`src/rtl/rcx_pkg.sv`:
```
package rcx_pkg;
  localparam int POS_W  = 10;
  localparam int OFF_W  = 12;
  localparam int CENTER = 512;

  typedef enum logic [1:0] {ST_IDLE, ST_DATA, ST_TAIL} tx_state_e;

  function automatic logic [POS_W-1:0] clamp_pos(input logic signed [OFF_W-1:0] off);
    logic signed [OFF_W:0] sum;
    sum = OFF_W'(off) + (OFF_W+1)'(CENTER);
    sum = $signed({off[OFF_W-1], off}) + $signed((OFF_W+1)'(CENTER));
    if (sum < 0)                           return '0;
    else if (sum > $signed((OFF_W+1)'((1 << POS_W) - 1))) return '1;
    else                                   return sum[POS_W-1:0];
  endfunction
endpackage

```
`src/rtl/rcx_header_gen.sv`:
```
module rcx_header_gen (
  input  logic [1:0] mode_i,
  input  logic       bind_hold_i,
  input  logic       range_chk_i,
  output logic [7:0] hdr_o
);
  always_comb begin
    unique case (mode_i)
      2'b00:   hdr_o = 8'h80;
      2'b01:   hdr_o = 8'h90;
      default: hdr_o = 8'h98;
    endcase
    if (!bind_hold_i) hdr_o[7] = 1'b0;
    // range test only allowed once bind is off
    if (!hdr_o[7] && range_chk_i) hdr_o[5] = 1'b1;
  end
endmodule

```
`src/rtl/rcx_chan_pack.sv`:
```
module rcx_chan_pack #(
  parameter int NUM_CH = 6,
  parameter int OFF_W  = rcx_pkg::OFF_W
) (
  input  logic [NUM_CH*OFF_W-1:0] chan_i,
  output logic [2*NUM_CH*8-1:0]   bytes_o
);
  localparam int POS_W = rcx_pkg::POS_W;

  for (genvar g = 0; g < NUM_CH; g++) begin : g_ch
    logic [POS_W-1:0] pos;
    assign pos = rcx_pkg::clamp_pos(chan_i[g*OFF_W +: OFF_W]);
    assign bytes_o[(2*g)*8 +: 8]   = 8'(g * 4) | {6'b0, pos[POS_W-1 -: 2]};
    assign bytes_o[(2*g+1)*8 +: 8] = pos[7:0];
  end
endmodule

```
`src/rtl/rcx_bit_serializer.sv`:
```
module rcx_bit_serializer #(
  parameter int CLKS_PER_BIT = 8,
  parameter int NUM_BYTES    = 14,
  parameter int TAIL_BITS    = 16
) (
  input  logic                          clk_i,
  input  logic                          rst_ni,
  input  logic                          start_i,
  input  logic [7:0]                    byte_i,
  output logic [$clog2(NUM_BYTES)-1:0]  byte_sel_o,
  output logic                          tx_o,
  output logic                          busy_o,
  output logic                          done_o
);
  import rcx_pkg::*;

  localparam int BYTE_SLOTS = 11;
  localparam int SLOT_MAX   = (TAIL_BITS > BYTE_SLOTS) ? TAIL_BITS : BYTE_SLOTS;
  localparam int SW         = $clog2(SLOT_MAX);
  localparam int CW         = $clog2(CLKS_PER_BIT);
  localparam int BW         = $clog2(NUM_BYTES);

  tx_state_e       state_q;
  logic [CW-1:0]   cnt_q;
  logic [SW-1:0]   slot_q;
  logic [BW-1:0]   sel_q;
  logic            done_q;
  logic            bit_end;

  assign bit_end = (cnt_q == CW'(CLKS_PER_BIT - 1));

  always_ff @(posedge clk_i or negedge rst_ni) begin
    if (!rst_ni) begin
      state_q <= ST_IDLE;
      cnt_q   <= '0;
      slot_q  <= '0;
      sel_q   <= '0;
      done_q  <= 1'b0;
    end else begin
      done_q <= 1'b0;
      unique case (state_q)
        ST_IDLE: if (start_i) begin
          state_q <= ST_DATA;
          cnt_q   <= '0;
          slot_q  <= '0;
          sel_q   <= '0;
        end
        ST_DATA: if (bit_end) begin
          cnt_q <= '0;
          if (slot_q == SW'(BYTE_SLOTS - 1)) begin
            slot_q <= '0;
            if (sel_q == BW'(NUM_BYTES - 1)) state_q <= ST_TAIL;
            else                             sel_q   <= sel_q + 1'b1;
          end else begin
            slot_q <= slot_q + 1'b1;
          end
        end else begin
          cnt_q <= cnt_q + 1'b1;
        end
        ST_TAIL: if (bit_end) begin
          cnt_q <= '0;
          if (slot_q == SW'(TAIL_BITS - 1)) begin
            slot_q  <= '0;
            state_q <= ST_IDLE;
            done_q  <= 1'b1;
          end else begin
            slot_q <= slot_q + 1'b1;
          end
        end else begin
          cnt_q <= cnt_q + 1'b1;
        end
        default: state_q <= ST_IDLE;
      endcase
    end
  end

  // slot 0 = start, 1..8 = data LSB first, 9..10 = stop
  always_comb begin
    tx_o = 1'b1;
    if (state_q == ST_DATA) begin
      if (slot_q == '0)                 tx_o = 1'b0;
      else if (slot_q <= SW'(8))        tx_o = byte_i[3'(slot_q - SW'(1))];
    end
  end

  assign byte_sel_o = sel_q;
  assign busy_o     = (state_q != ST_IDLE);
  assign done_o     = done_q;

  AST_BAUD_RANGE: assert property (@(posedge clk_i) disable iff (!rst_ni)
    int'(cnt_q) < CLKS_PER_BIT);
  AST_START_BIT: assert property (@(posedge clk_i) disable iff (!rst_ni)
    (start_i && !busy_o) |=> (busy_o && !tx_o));
  AST_DONE_PULSE: assert property (@(posedge clk_i) disable iff (!rst_ni)
    done_o |=> !done_o);
  AST_DONE_IDLE: assert property (@(posedge clk_i) disable iff (!rst_ni)
    done_o |-> (!busy_o && tx_o));
endmodule

```
`src/rtl/rcx_frame_tx.sv`:
```
module rcx_frame_tx #(
  parameter int CLK_HZ  = 100_000_000,
  parameter int BAUD_HZ = 125_000,
  parameter int NUM_CH  = 6
) (
  input  logic                         clk_i,
  input  logic                         rst_ni,
  input  logic                         start_i,
  input  logic [1:0]                   mode_i,
  input  logic                         bind_hold_i,
  input  logic                         range_chk_i,
  input  logic [7:0]                   model_i,
  input  logic [NUM_CH*rcx_pkg::OFF_W-1:0] chan_off_i,
  output logic                         tx_o,
  output logic                         busy_o,
  output logic                         done_o
);
  localparam int CLKS_PER_BIT = CLK_HZ / BAUD_HZ;
  localparam int FRAME_BYTES  = 2 + 2 * NUM_CH;
  localparam int TAIL_BITS    = 16;
  localparam int BW           = $clog2(FRAME_BYTES);

  logic [7:0]                         hdr;
  logic [2*NUM_CH*8-1:0]              chan_bytes;
  logic [FRAME_BYTES-1:0][7:0]        frame_d, frame_q;
  logic [BW-1:0]                      byte_sel;
  logic                               accept;

  rcx_header_gen u_hdr (
    .mode_i      (mode_i),
    .bind_hold_i (bind_hold_i),
    .range_chk_i (range_chk_i),
    .hdr_o       (hdr)
  );

  rcx_chan_pack #(.NUM_CH(NUM_CH)) u_pack (
    .chan_i  (chan_off_i),
    .bytes_o (chan_bytes)
  );

  always_comb begin
    frame_d[0] = hdr;
    frame_d[1] = model_i + 8'd1;
    for (int k = 0; k < 2 * NUM_CH; k++) frame_d[2+k] = chan_bytes[k*8 +: 8];
  end

  assign accept = start_i && !busy_o;

  always_ff @(posedge clk_i or negedge rst_ni) begin
    if (!rst_ni)     frame_q <= '0;
    else if (accept) frame_q <= frame_d;
  end

  rcx_bit_serializer #(
    .CLKS_PER_BIT (CLKS_PER_BIT),
    .NUM_BYTES    (FRAME_BYTES),
    .TAIL_BITS    (TAIL_BITS)
  ) u_ser (
    .clk_i      (clk_i),
    .rst_ni     (rst_ni),
    .start_i    (start_i),
    .byte_i     (frame_q[byte_sel]),
    .byte_sel_o (byte_sel),
    .tx_o       (tx_o),
    .busy_o     (busy_o),
    .done_o     (done_o)
  );

  AST_FRAME_HOLD: assert property (@(posedge clk_i) disable iff (!rst_ni)
    (busy_o && $past(busy_o)) |-> $stable(frame_q));
  AST_BIND_GATE: assert property (@(posedge clk_i) disable iff (!rst_ni)
    accept |=> (!frame_q[0][7] || $past(bind_hold_i)));
  AST_RANGE_EXCL: assert property (@(posedge clk_i) disable iff (!rst_ni)
    accept |=> !(frame_q[0][7] && frame_q[0][5]));
endmodule

```
`config.mk`:
```
export PLATFORM = sky130hd
export DESIGN_NAME = rcx_frame_tx
export DESIGN_NICKNAME = d
export VERILOG_FILES = /design/src/rtl/rcx_pkg.sv /design/src/rtl/rcx_header_gen.sv /design/src/rtl/rcx_chan_pack.sv /design/src/rtl/rcx_bit_serializer.sv /design/src/rtl/rcx_frame_tx.sv
export SDC_FILE = /design/constraint.sdc
export NUM_CORES = 1
export LEC_CHECK = 0
export ABC_AREA = 1
export BUFFER_PORTS_ARGS = -buffer_cell sky130_fd_sc_hd__buf_2
export CORE_UTILIZATION = 45
export DETAILED_ROUTE_END_ITERATION = 12
export PLACE_DENSITY = 0.67
export SLEW_MARGIN = 20
export SYNTH_ARGS = -nofsm -noshare
export SYNTH_HDL_FRONTEND = slang
export SYNTH_SLANG_ARGS = --single-unit
```
`constraint.sdc`:
```
create_clock -name clk_i -period 1.75 [get_ports clk_i]
set_clock_uncertainty 0.1 [all_clocks]
set_input_delay 0 -clock clk_i [delete_from_list [all_inputs] [get_ports clk_i]]
set_output_delay 0 -clock clk_i [all_outputs]
set_load 0.02 [all_outputs]
```
==> results, run 1 <==
- The first global-routing pass estimated 26800 um of wire.
- The final worst-path setup slack is -0.350 ns.
- Once placement finished, the instance area stood at 6360 um^2.
- The path class of the tightest hold or removal check is in -> async.
- For this run, the share of the core covered by cells in the final layout is 64.2%.
- The wire length per cell after detailed routing is 15.1 um.
- The DRC marker count from the first detailed-route iteration is 385.
- The dominant synthesized flop cell is sky130_fd_sc_hd__dfrtp_1.
- The core region is 12000 um^2.
- The total power of the final layout is 0.0118 W.
- The number of antenna violations at the first check in global routing is 0.
- After layout, the minimum clock period comes to 2.10 ns.
- The number of max-slew violations in the final report came to 0.
- Summed over all layers, the global routing overflow is 0.
- By startpoint and endpoint, the worst setup path is classified as reg -> out.
- The gate count after technology mapping is 764.
- The maximum frequency from static timing analysis is 0.476 GHz.
- The required time at the endpoint of the critical path is 1.65 ns.
- The deepest clock path buffer count is 2.
- For this block, the routed nets add up to 16900 um of wire.
- For this run, the total global-route usage over all layers was measured as 26.8%.
- The cell leakage power is 3.93 nW.
- After filler insertion, the fill cell instance count of the layout stands at 1022.
- 90 I/O pins were placed.
- When the netlist entered floorplanning its net count stood at 873.
- The y dimension of the die is 113 um.
- After the flow finishes, the layout carries non-filler instances totaling 1118.
- The final-report hold violation count is 0.
- The average via count per standard cell is 5.29.
- The maximum fanout along the worst path is 6.
- The number of violations of the max-capacitance limit is 0.
- At the pin with the least slew margin, the transition time is 0.455 ns.
- The synthesized design contains 94 register bits.
- The initialized floorplan defines 40 standard-cell rows.
- Including well taps, the total number of placed cells is 1015.
- The flow ran to the end, but the final reports show violations.
- Data arrives at the worst endpoint at 2.00 ns.
- The number of synthesis warnings is 0.
- The final route contains 5915 vias.
- In this run the critical register-to-register path is captured at u_ser.byte_sel_o[0]$_DFFE_PN0P_.
- The proportion of netlist area held by the largest area contributor is 42.5%.
- The cell taking the most area after synthesis is sky130_fd_sc_hd__dfrtp_1.
- The number of clock buffers added by TritonCTS is 9.
- The worst setup path is launched from a flop.
- With fillers left out, the area of the finished cells amounts to 7710 um^2.
- The count of buffers from port buffering is 89.
- The die covers 12700 um^2.
- The tightest slew margin relative to the limit is 69.4%.
- The first TritonRoute pass finished after 5 iterations.
- The checks that failed: negative setup slack.
- In the finished design, the share of the clock period the worst path needs comes to 120%.
- In this run the critical register-to-register path is launched from u_ser.byte_sel_o[0]$_DFFE_PN0P_.
- A synthesized cell averages 7.24 um^2.
- The number of global-route vias before repair is 5820.
- In this run the horizontal extent of the chip is 113 um.
- The routability congestion estimate is 0.960.
- Clock-pin slew was measured on the worst setup and hold paths at 0.07 ns.
- The H-tree depth is 3.
- After synthesis, flip-flops and latches occupy 42.5% of the total area.
- The worst register-to-register path has a depth of 9.
- For this design, the sink count on the clock tree is 94.
- Yosys mapped the design onto 35 distinct sky130hd cell types.
- The CTS tree is done.
- Setup slack on the worst reg-to-reg path comes out at 0.03 ns.
- The later pin in the worst-skew pair is clocked with a latency of 0.35 ns.
- The root buffer cell chosen for the clock tree is sky130_fd_sc_hd__clkbuf_16.
- Setup repair after global routing could not meet its margin everywhere.
- Summing every instance area after synthesis gives 5530 um^2.
- The area added between synthesis and finish is 39.4%.
- The maximum ir drop on the vdd rail is 0.700 mV.
- Among all cell types in the netlist, the one instantiated most often is sky130_fd_sc_hd__nand2_1.
- Ranked by instance count, the synthesized netlist is headed by 255 x sky130_fd_sc_hd__nand2_1, 110 x sky130_fd_sc_hd__o21ai_0, 94 x sky130_fd_sc_hd__dfrtp_1.
- The share of async-settable or async-resettable flops after synthesis is 100%.
- By area the synthesized netlist is led by sky130_fd_sc_hd__dfrtp_1 43%, sky130_fd_sc_hd__nand2_1 17%, sky130_fd_sc_hd__o21ai_0 9.9%, sky130_fd_sc_hd__inv_1 5.6%, sky130_fd_sc_hd__ha_1 5.0%.
- 0 antenna diodes ended up in the layout.
- The net count of the finished layout is 1075.
- In the final layout, the share of cells above drive strength 1 is 21.2%.
- Entering global routing, the biggest net connects 45 pins.
- In this run, synthesis inferred 0 flip-flops with an integrated enable.
- The total power divided by cell area is 1530 nW/um^2.
- Once the floorplan was initialized, standard cells occupied 46.1% of the core.
- The post-DP HPWL is 10900 um.
- The worst setup path is captured at an output pin.
- The post-placement setup slack is -0.0381 ns.
- The post-detailed-route count of antenna-violating nets is 0.
- After detailed routing, the number of remaining DRC violations is 0.
- Setup violations remaining at the end of the flow were counted as 1.
==> final cells by class <==
| cell class | count | area, um^2 | share of cell area (%) |
|---|---|---|---|
| multi-input cells | 559 | 2860 | 37.0 |
| flip-flops and latches | 94 | 2360 | 30.6 |
| repair buffers | 212 | 1630 | 21.1 |
| inverters | 90 | 345 | 4.48 |
| clock buffers | 10 | 229 | 2.97 |
| well taps | 147 | 184 | 2.38 |
| clock inverters | 6 | 110 | 1.43 |
==> worst max path at each step <==
stage | from | end | slack (ns) | depth (start not counted)
final | u_ser.byte_sel_o[1]$_DFFE_PN0P_ | tx_o | -0.35 | 12
after global routing | u_ser.byte_sel_o[0]$_DFFE_PN0P_ | tx_o | -0.43 | 12
after CTS | u_ser.byte_sel_o[1]$_DFFE_PN0P_ | tx_o | -0.26 | 14
after detailed placement | u_ser.state_q[0]$_DFFE_PN0P_ | u_ser.slot_q[0]$_DFFE_PN0P_ | -0.04 | 10
after global placement | u_ser.byte_sel_o[3]$_DFFE_PN0P_ | tx_o | -0.04 | 10
after floorplan | u_ser.state_q[0]$_DFFE_PN0P_ | u_ser.cnt_q[5]$_DFFE_PN0P_ | 0.10 | 7
==> layer usage <==
metal	vias up	wire length, um	track usage (%)
met1	2757	7130	32.4
met4	0	623	11.9
met5	-	0	0
met2	212	8300	46.7
met3	56	797	5.36
li1	2890	-	-
==> sequential cells by signal, summed over array words and instances, names as in the netlist <==
name,cells
u_ser.cnt_q,10
u_ser.byte_sel_o,4
frame_q,73
u_ser.slot_q,4
u_ser.state_q,2
u_ser.done_o,1
==> cells in the final DEF, fill, tap and decap left out, types with 11 or more instances in the layout <==
cell                            count
sky130_fd_sc_hd__inv_1             76
sky130_fd_sc_hd__dlygate4sd3_1     75
sky130_fd_sc_hd__nor2_1            29
sky130_fd_sc_hd__ha_1              18
sky130_fd_sc_hd__buf_4             37
sky130_fd_sc_hd__dfrtp_1           90
sky130_fd_sc_hd__nand3_1           52
sky130_fd_sc_hd__buf_2             88
sky130_fd_sc_hd__nand4_1           17
sky130_fd_sc_hd__inv_2             11
sky130_fd_sc_hd__o21ai_0          105
sky130_fd_sc_hd__a21oi_1           17
sky130_fd_sc_hd__nand2_1          246
==> cells by family (layout without fill, tap and decap cells) <==
logic type / after synthesis / in the layout / share of synthesized area (%)
flops: 94 / 94 / 42.5
buf+inv: 111 / 318 / 8.25
fa+ha+maj: 22 / 22 / 4.97
xor+xnor: 11 / 11 / 1.74
simple gates: 376 / 376 / 28.2
compound gates: 150 / 150 / 14.3
==> where the power goes <==
part           switching [W]  total (W)  internal [W]
Sequential          0.000610    0.00373       0.00312
Combinational        0.00351    0.00585       0.00234
Clock               0.000827    0.00222       0.00139
Total                0.00495     0.0118       0.00685
==> timing repair <==
action	CTS	global route
hold buffers	75	0
buffers inserted	4	6
gates resized for setup	21	40
pin swaps	6	7
endpoints found under the setup margin	7	76
endpoints found under the hold margin	166	0
cloned	1	1
==> worst max-delay path: stages, from the launching register on <==
cell	delay [ns]
sky130_fd_sc_hd__dfrtp_2	0.45
sky130_fd_sc_hd__inv_4	0.10
sky130_fd_sc_hd__buf_6	0.12
sky130_fd_sc_hd__buf_4	0.11
sky130_fd_sc_hd__nand2_1	0.07
sky130_fd_sc_hd__nand2_1	0.09
sky130_fd_sc_hd__nand3_1	0.09
sky130_fd_sc_hd__nand3_1	0.09
sky130_fd_sc_hd__nand3_1	0.08
sky130_fd_sc_hd__nand3_1	0.14
sky130_fd_sc_hd__nand3_2	0.12
sky130_fd_sc_hd__nand2_2	0.08
sky130_fd_sc_hd__buf_6	0.11
==> per-stage QoR <==
step           hold WS (ns)  setup TNS [ns]
2_1_floorplan        -0.396               0
3_3_place_gp         -0.136         -0.0897
3_5_place_dp         -0.131          -0.150
4_1_cts             0.00714          -0.278
5_1_grt              0.0437          -0.628
6_report             0.0252          -0.350
Note: power is estimated with default switching activity, not from simulation.
==> run 2: changes to the inputs <==
Settings changed: SETUP_SLACK_MARGIN set to 0.5.
==> run 2 against run 1 <==
Compared with the run above:
- the run ends with negative hold slack, negative setup slack left
- clock power is 4% lower
- count of clock-buffer cells in the layout is 2 higher
- critical endpoint unchanged
- combinational power is 50% higher
- via count is 9.3% higher
- wire length is 21% higher
- worst setup slack better by 0.0089 ns
- sequential power is 3% higher
- core utilization is 13 points higher
- largest power group unchanged
- power is 25% higher
- register-to-register slack worse by 0.24 ns
==> results, run 2 (same netlist as run 1, synthesis figures left out) <==
- The largest register by flop count is frame_q.
- The final critical delay including setup and external delays is 2.09 ns (-0.00894 ns).
- The number of cells in the finished layout apart from fillers is 1167 (+4.4%).
- Leaving out fill and tap cells, the most frequent cell in the layout is sky130_fd_sc_hd__nand2_1.
- The worst hold-check slack came to -0.109 ns (-0.134 ns).
- The share of the clock period used by the worst path after layout is 119% (-0.51 points).
- The critical path goes through clkinv_4, clkbuf_16, nand3_1, nand3_1, nand2_1, nand2_1, nand2_1, nand2_1, nand3_2, nand3_2, nand3_2, nand2_2, buf_6.
- The delay contributed by the slowest stage of the critical path is 0.47 ns (+0.02 ns).
- The post-placement cell count is 1011 (-0.39%).
- The post-detailed-route count of antenna-violating nets is 0 (unchanged).
- The tightest slew margin relative to the limit is 65.4% (-4.0 points).
- The pin count of the biggest net entering global routing is 95 (+110%).
- The filler cell count is 795 (-22%).
- The final worst-path setup slack is -0.341 ns (+0.00894 ns).
- The logic gate share of total power is 59.5% (+9.9 points).
- The maximum ir drop on the vdd rail is 0.765 mV (+9.3%).
- Setup repair after global routing could not meet its margin everywhere.
- The data arrival time of the critical path was 1.99 ns (about the same).
- The CTS tree is done.
- The die boundary width is 113 um (unchanged).
- The global router's overall resource usage was 31.1% (+4.2 points).
- The setup TNS is -1.49 ns (-1.14 ns).
- The cell leakage power is 4.49 nW (+14%).
- The number of violations of the max-capacitance limit is 0 (unchanged).
- The initial core utilization is 46.1% (unchanged).
- The area of the placeable core is 12000 um^2 (unchanged).
- The count of buffers from port buffering was 89 (unchanged).
- The worst setup path is launched from a flop.
- The first-pass detailed-route iteration total is 6 (+1).
- The diode insertion count for antenna repair was 0 (unchanged).
- The routability congestion estimate came to 0.871 (-9.2%).
- The area enclosed by the die boundary is 12700 um^2 (unchanged).
- The number of buffers created by CTS is 9 (unchanged).
- The residual overflow from global routing is 0 (unchanged).
- The flop-to-flop setup slack is -0.21 ns (-0.24 ns).
- The total routed wirelength is 20400 um (+21%).
- The setup violation total in the final timing report is 7 (+6).
- The total via count after detailed routing came to 6467 (+9.3%).
- The internal portion of total power is 0.00839 W (+23%).
- The number of global-route vias before repair is 6464 (+11%).
- The wire length per cell after detailed routing came to 17.5 um (+16%).
- The clock slew seen by the registers of the worst setup and hold paths was 0.06 ns (about the same).
- The placement row count was 40 (unchanged).
- The most prevalent standard cell on the critical path is sky130_fd_sc_hd__nand2_1.
- The number of clock sinks is 94 (unchanged).
- The worst min-delay path category is in -> reg.
- The post-placement setup slack is -0.0804 ns (-0.0424 ns).
- The number of flip-flops under the largest register name is 73 (unchanged).
- The switching power as a share of total power is 43.2% (+1.3 points).
- The average via count per standard cell was 5.54 (+4.7%).
- The final net count was 1124 (+4.6%).
- The category of the critical setup timing path is reg -> out.
- The maximum fanout along the worst path is 6 (unchanged).
- The run finished, with violations left.
- The DRC marker count from the first detailed-route iteration is 361 (-6.2%).
- The maximum frequency from static timing analysis was 0.478 GHz (+0.43%).
- The post-DP HPWL is 10700 um (-1.7%).
- The y dimension of the die is 113 um (unchanged).
- The global-route wire length before repair is 30700 um (+15%).
- The worst-margin pin slew is 0.519 ns (+0.0640 ns).
- The total power divided by cell area is 1600 nW/um^2 (+4.8%).
- The final reports fail on negative hold slack, negative setup slack.
- The master cell of the clock root buffer is sky130_fd_sc_hd__clkbuf_16.
- The deepest clock path buffer count came to 2 (unchanged).
- The area added between synthesis and finish is 66.6%.
- The required time at the endpoint of the critical path is 1.65 ns (about the same).
- The fraction of final layout cells sized beyond drive strength 1 came to 35.9% (+15 points).
- The final-report hold violation count came to 3 (+3).
- The total I/O pin count is 90 (unchanged).
- The switching power is 0.00639 W (+29%).
- The sequential group share of total power came to 26.0% (-5.6 points).
- The DRC violations left is 0 (unchanged).
- The number of antenna violations at the first check in global routing came to 0 (unchanged).
- In the final layout, the registers with the most flip-flops are frame_q x73, u_ser.cnt_q x10.
- The clock share of power was 14.5% (-4.3 points).
- The H-tree depth is 3 (unchanged).
- The highest-delay cell along the critical path is sky130_fd_sc_hd__dfrtp_2.
- The later-pin clock latency in the skew report is 0.35 ns (about the same).
- The type of destination of the critical path is an output pin.
- The number of max-slew violations in the final report is 0 (unchanged).
- The top cell types in the final layout, fill and taps aside, are 212 x sky130_fd_sc_hd__nand2_1, 90 x sky130_fd_sc_hd__dfrtp_1, 86 x sky130_fd_sc_hd__buf_2.
-- run 2: power groups by stage --
stage | combinational (W) | clock, W | sequential [W]
floorplan | 0.00404 | 0 | 0.00350
global placement | 0.00543 | 0 | 0.00373
detailed placement | 0.00551 | 0 | 0.00375
CTS | 0.00727 | 0.00214 | 0.00377
global route | 0.00949 | 0.00223 | 0.00393
finish | 0.00880 | 0.00214 | 0.00385
-- run 2: metal layers --
layer | GRT usage, % | vias to the layer above | part of all wire [%]
li1 | - | 3025 | -
met1 | 35.1 | 3125 | 39
met2 | 56.7 | 249 | 52
met3 | 4.87 | 68 | 4.8
met4 | 16.0 | 0 | 4.6
met5 | 0 | - | 0
-- run 2: worst paths after layout --
path	start	endpoint	depth (start not counted)
min in group asynchronous	rst_ni	u_ser.cnt_q[9]$_DFFE_PN0P_	3
max	u_ser.byte_sel_o[0]$_DFFE_PN0P_	tx_o	13
max reg2reg	u_ser.byte_sel_o[1]$_DFFE_PN0P_	u_ser.byte_sel_o[1]$_DFFE_PN0P_	11
min	model_i[1]	frame_q[9]$_DFFE_PN0P_	4
max in group asynchronous	rst_ni	u_ser.byte_sel_o[1]$_DFFE_PN0P_	3
min reg2reg	frame_q[111]$_DFFE_PN0P_	frame_q[111]$_DFFE_PN0P_	2
-- run 2: area by class of cell --
type | instances | area (um^2) | share of cell area (%)
Inverter | 90 | 370 | 4.02
Clock buffer | 12 | 246 | 2.67
Tap cell | 147 | 184 | 2.00
Timing Repair Buffer | 254 | 2380 | 25.8
Timing Repair inverter | 1 | 7.51 | 0.0814
Clock inverter | 4 | 70.1 | 0.760
Multi-Input combinational cell | 565 | 3600 | 39.1
Sequential cell | 94 | 2360 | 25.6
-- run 2: through the flow --
step | instance area [um^2] | total power, W | util [%]
after floorplan | 5830 | 0.00754 | -
after global placement | 6540 | 0.00916 | 54.5
after detailed placement | 6540 | 0.00926 | 54.5
after CTS | 8570 | 0.0132 | 71.4
after global routing | 9220 | 0.0157 | 76.8
final | 9220 | 0.0148 | 76.8
-- run 2: worst max-delay path: cells and delay by family, from the launching register on --
kind / cells / cell delay [ns]
simple gates: 10 / 0.72
flops: 1 / 0.47
buf+inv: 3 / 0.45
-- run 2: what timing repair did --
item	4_1_cts	5_1_grt
hold buffers	78	1
setup buffers	27	18
pin swaps	24	46
setup endpoints to repair	96	96
endpoints found under the hold margin	166	2
gates cloned	15	2
resized for setup	135	120
